--- src/rtl/burst_cnt_pkg.sv ---
package burst_cnt_pkg;

  // Control word passed from the decode stage to the datapath
  typedef struct packed {
    logic load;        // capture a new start value, beat index to 0
    logic advance;     // step the beat index by one
    logic interleave;  // registered order select, 1 = XOR order
  } burstCtrl_t;

endpackage

--- src/rtl/burst_cnt_ctrl.sv ---
module burst_cnt_ctrl
  import burst_cnt_pkg::*;
(
  input  logic       clk,
  input  logic       rst,
  input  logic       adspN,
  input  logic       adscN,
  input  logic       advN,
  input  logic       ce1N,
  input  logic       burstMode,
  output burstCtrl_t ctrl
);

  logic procStrobe;
  logic ctrlStrobe;
  logic modeQ;

  // The processor strobe is masked by the chip-enable
  assign procStrobe = ~adspN & ~ce1N;
  assign ctrlStrobe = ~adscN;

  // Mode takes effect one clock after it is sampled
  always_ff @(posedge clk) begin
    if (rst) modeQ <= 1'b0;
    else     modeQ <= burstMode;
  end

  always_comb begin
    ctrl.load       = procStrobe | ctrlStrobe;
    ctrl.advance    = ~procStrobe & ~ctrlStrobe & ~advN;
    ctrl.interleave = modeQ;
  end

endmodule

--- src/rtl/burst_cnt_datapath.sv ---
module burst_cnt_datapath
  import burst_cnt_pkg::*;
#(
  parameter int CNT_W = 2
) (
  input  logic             clk,
  input  logic             rst,
  input  burstCtrl_t       ctrl,
  input  logic [CNT_W-1:0] addrLow,
  output logic [CNT_W-1:0] burstAddr
);

  logic [CNT_W-1:0] startQ;
  logic [CNT_W-1:0] stepQ;
  logic [CNT_W-1:0] xorAddr;
  logic [CNT_W-1:0] sumAddr;

  always_ff @(posedge clk) begin
    if (rst) begin
      startQ <= '0;
      stepQ  <= '0;
    end else if (ctrl.load) begin
      startQ <= addrLow;
      stepQ  <= '0;
    end else if (ctrl.advance) begin
      stepQ  <= stepQ + CNT_W'(1);  // wraps after the last beat
    end
  end

  assign xorAddr   = startQ ^ stepQ;
  assign sumAddr   = startQ + stepQ;
  assign burstAddr = ctrl.interleave ? xorAddr : sumAddr;

endmodule

--- src/rtl/burst_addr_counter.sv ---
module burst_addr_counter
  import burst_cnt_pkg::*;
#(
  parameter int CNT_W = 2
) (
  input  logic             clk,
  input  logic             rst,
  input  logic [CNT_W-1:0] addrLow,
  input  logic             adspN,
  input  logic             adscN,
  input  logic             advN,
  input  logic             ce1N,
  input  logic             burstMode,
  output logic [CNT_W-1:0] burstAddr
);

  burstCtrl_t ctrlWord;

  burst_cnt_ctrl u_ctrl (
    .clk       (clk),
    .rst       (rst),
    .adspN     (adspN),
    .adscN     (adscN),
    .advN      (advN),
    .ce1N      (ce1N),
    .burstMode (burstMode),
    .ctrl      (ctrlWord)
  );

  burst_cnt_datapath #(.CNT_W(CNT_W)) u_dp (
    .clk       (clk),
    .rst       (rst),
    .ctrl      (ctrlWord),
    .addrLow   (addrLow),
    .burstAddr (burstAddr)
  );

endmodule

--- config.mk ---
export PLATFORM = sky130hd
export DESIGN_NAME = burst_addr_counter
export DESIGN_NICKNAME = d
export VERILOG_FILES = /design/src/rtl/burst_cnt_pkg.sv /design/src/rtl/burst_cnt_ctrl.sv /design/src/rtl/burst_cnt_datapath.sv /design/src/rtl/burst_addr_counter.sv
export SDC_FILE = /design/constraint.sdc
export NUM_CORES = 1
export LEC_CHECK = 0
export BUFFER_PORTS_ARGS = -buffer_cell sky130_fd_sc_hd__buf_4
export CAP_MARGIN = 10
export CORE_AREA = 3 3 40 42
export DETAILED_ROUTE_END_ITERATION = 10
export DIE_AREA = 0 0 43 45
export PLACE_DENSITY = 0.45
export SYNTH_ARGS = -nofsm -noshare
export SYNTH_HDL_FRONTEND = slang
export SYNTH_SLANG_ARGS = --single-unit
--- constraint.sdc ---
create_clock -name clk -period 1.2 [get_ports clk]
set_input_delay 0.24 -clock clk [delete_from_list [all_inputs] [get_ports clk]]
set_output_delay 0.24 -clock clk [all_outputs]
set_load 0.1 [all_outputs]
==> metrics.md <==
| Metric | Value |
|---|---|
| Critical Path Fanout Max | 2 |
| Count leader, synth | dfxtp_1 |
| Slew @ Worst Pin | just over 0.2 ns |
| Root Driver | clkbuf_4 |
| Drt wl/cell | between 8 and 9 um |
| Largest net degree at the start of global routing | 6 |
| Num CTS Buffers | 3 |
| Power Density | approximately 1200 nW/um^2 |
| Final period utilization | 1.209 |
| Vias per cell | roughly 3.9 |
| CTS clock-pin slew for the worst setup and hold paths | about 0.040 ns |
| Maxcap violations | 0 |
| Synth area leader | dfxtp_1 |
| Total Neg Setup Slack | -0.2931 ns |
| Syn Std Cell Area | 229.0 sq um |
| Vias in the first global route | 191 |
| Clock skew | roughly 0.00056 ns |
| Async SR Flop Fraction | 0 |
| Die Ht | approximately 45 um |
| P_leak | ~0.20 nW |
| Cells on Worst Hold Path | 2 |
| DRC Markers | 0 |
| Tmin final | about 1.5 ns |
| N_diodes | 0 |
| Min-Delay Path Class | input port to flip-flop |
| RSZ-0062 raised after global routing | true |
| TritonCTS sink count | 5 |
| Routed WL | ~470 um |
| Routed Antenna Nets | 0 |
| Hold EP | u_dp.startQ[0]$_SDFFE_PP0P_ |
| Worst path arrival time | roughly 1.2 ns |
| Status | complete, but fails checks |
| IO Pins | 11 |
| Failing checks | setup timing |
| Initial antenna violation count | 0 |
| Initial core utilization | 0.1782 |
| Synth unique cells | 11 |
| Yosys top cell area share | 0.4372 |
| Top post-synthesis cells by area | dfxtp_1, xnor2_1, mux2i_1 |
| Flops & latches, synth | 5 |
| Htree depth | 1 |
| Worst Setup End Kind | primary output |
| EDFF count, synth | 0 |
| GR Overflow Total | 0 |
| VDD IR max | ~340 uV |
| Core ar. | between 1000 and 1500 sq um |
| WS Path Type | flip-flop to primary output |
| Layout cells sized above 1 | 0.6410 |
| Synth Area per Inst | about 11 sq um |
| Worst Reg-to-Reg Cells | 5 |
| Post-synthesis sequential area ratio | 0.4372 |
| Fin nets | 50 |
| CTS tree | yes |
| Placer congestion estimate | 0.6963 |
| Via count | between 200 and 250 |
| Fill cells | 139 |
| Fmax | between 600 and 700 MHz |
| Hold path startpoint | rst |
| Primary FF master, synth | dfxtp_1 |
| Final hold slack | 0.2006 ns |
| Endpoints failing hold | 0 |
| DR iter-0 viols | 0 |
| Clock Latency Late Sink | approximately 0.24 ns |
| Die area | between 1500 and 2000 sq um |
| Buffers on Ports | 10 |
| R2R Path Start | u_dp.stepQ[0]$_SDFFE_PP0P_ |
| Post-Synthesis Cells | 21 |
| FF/Latch Area | approximately 100 sq um |
| R2r endpoint | u_dp.stepQ[1]$_SDFFE_PP0P_ |
| First-pass detailed-route iteration total | 1 |
| Worst R2R Setup Slack | 0.13 ns |
| Slew Limit Headroom | 0.8646 |
| Worst setup margin | -0.2511 ns |
| Syn Nets | 31 |
| P&R area growth vs syn | 96.17% |
| Global-route wire length before repair | between 700 and 800 um |
| DIE WIDTH | approximately 43 um |
| Row Count | 13 |
| Most frequent cells after synthesis | dfxtp_1, nor2b_1, xnor2_1 |
| GRT Util Overall | 0.04996 |
| CTS Buffer Depth | 2 |
| Worst EP required | 0.96 ns |
| Slew Limit Fails | 0 |
| # setup viols final | 2 |
| Critical Path Source Type | flip-flop |
| Area of the multi-input gates | roughly 160 sq um |
| Yosys warnings | 0 |
-- worst max-delay path: stages, from the launching register on --
cell and delay, ns:
dfxtp_2 0.35, ha_4 0.12, nor2b_4 0.18, xnor2_4 0.14
buf_12 0.19
-- flip-flops by register name, summed over array words and instances, names as in the netlist --
signal,flops
u_dp.stepQ,2
u_dp.startQ,2
u_ctrl.modeQ,1
-- stage by stage --
| stage | utilization | std cells | setup WS [ns] | cell area, sq um | power [W] |
|---|---|---|---|---|---|
| 2_1_floorplan | - | 21 | -0.2249 | 262.8 | 0.0002677 |
| 3_3_place_gp | 0.2950 | 49 | -0.1295 | 379.1 | 0.0003105 |
| 3_5_place_dp | 0.2950 | 49 | -0.1380 | 379.1 | 0.0003116 |
| 4_1_cts | 0.3496 | 54 | -0.2675 | 449.2 | 0.0005349 |
| 5_1_grt | 0.3496 | 54 | -0.2787 | 449.2 | 0.0005448 |
| 6_report | 0.3496 | 54 | -0.2511 | 449.2 | 0.0005275 |
-- cells in the final DEF (no fill, tap or decap), types with 2 or more instances in the layout --
| master | instances |
|---|---|
| buf_4 | 13 |
| clkbuf_4 | 3 |
| dfxtp_1 | 3 |
| xnor2_1 | 2 |
| mux2i_1 | 2 |
| nor2_1 | 2 |
| nor2b_1 | 2 |
| buf_12 | 2 |
| dfxtp_2 | 2 |
-- report_power, final --
part           internal, W  total (W)  switching [W]  leakage [nW]
registers         0.000176   0.000183     0.00000691        0.0419
clock network     0.000126   0.000193      0.0000670        0.0150
logic            0.0000743   0.000152      0.0000779         0.139
total             0.000376   0.000527       0.000152         0.195
-- worst max-delay path by stage --
stage	start	to	slack [ns]	cells past startpoint
detailed placement	u_dp.startQ[0]$_SDFFE_PP0P_	burstAddr[1]	-0.14	4
global placement	u_dp.startQ[0]$_SDFFE_PP0P_	burstAddr[1]	-0.13	4
CTS	u_dp.startQ[0]$_SDFFE_PP0P_	burstAddr[1]	-0.27	4
floorplan	u_dp.startQ[0]$_SDFFE_PP0P_	burstAddr[1]	-0.22	3
finish	u_dp.startQ[0]$_SDFFE_PP0P_	burstAddr[1]	-0.25	4
global route	u_dp.startQ[0]$_SDFFE_PP0P_	burstAddr[1]	-0.28	4
-- layout make-up --
class / count / area share
clock buffers: 4 / 0.05850
repair buffers: 15 / 0.3064
multi-input cells: 15 / 0.3649
well taps: 15 / 0.04178
flip-flops and latches: 5 / 0.2284
-- cells by family (layout without fill, tap and decap cells) --
| family | count (synthesis) | count (layout) | synth area share |
|---|---|---|---|
| fa+ha+maj | 1 | 1 | 0.05464 |
| flops | 5 | 5 | 0.4372 |
| mux | 2 | 2 | 0.08744 |
| xor+xnor | 3 | 3 | 0.1148 |
| simple gates | 8 | 8 | 0.2186 |
| buf+inv | 1 | 19 | 0.01638 |
| compound gates | 1 | 1 | 0.07106 |
-- layer usage --
metal / share of wire / GRT usage
met5: 0 / 0
met4: 0 / 0.05422
met3: 0.030 / 0
met2: 0.62 / 0.08683
met1: 0.35 / 0.05301
-- repair_timing --
action | in CTS | in global routing
buffers inserted | 1 | 0
resized for setup | 8 | 0
cloned | 0 | 0
pin swaps | 1 | 1
endpoints found under the setup margin | 2 | 2
hold buffers | 0 | 0
(Power assumes the default switching activity.)
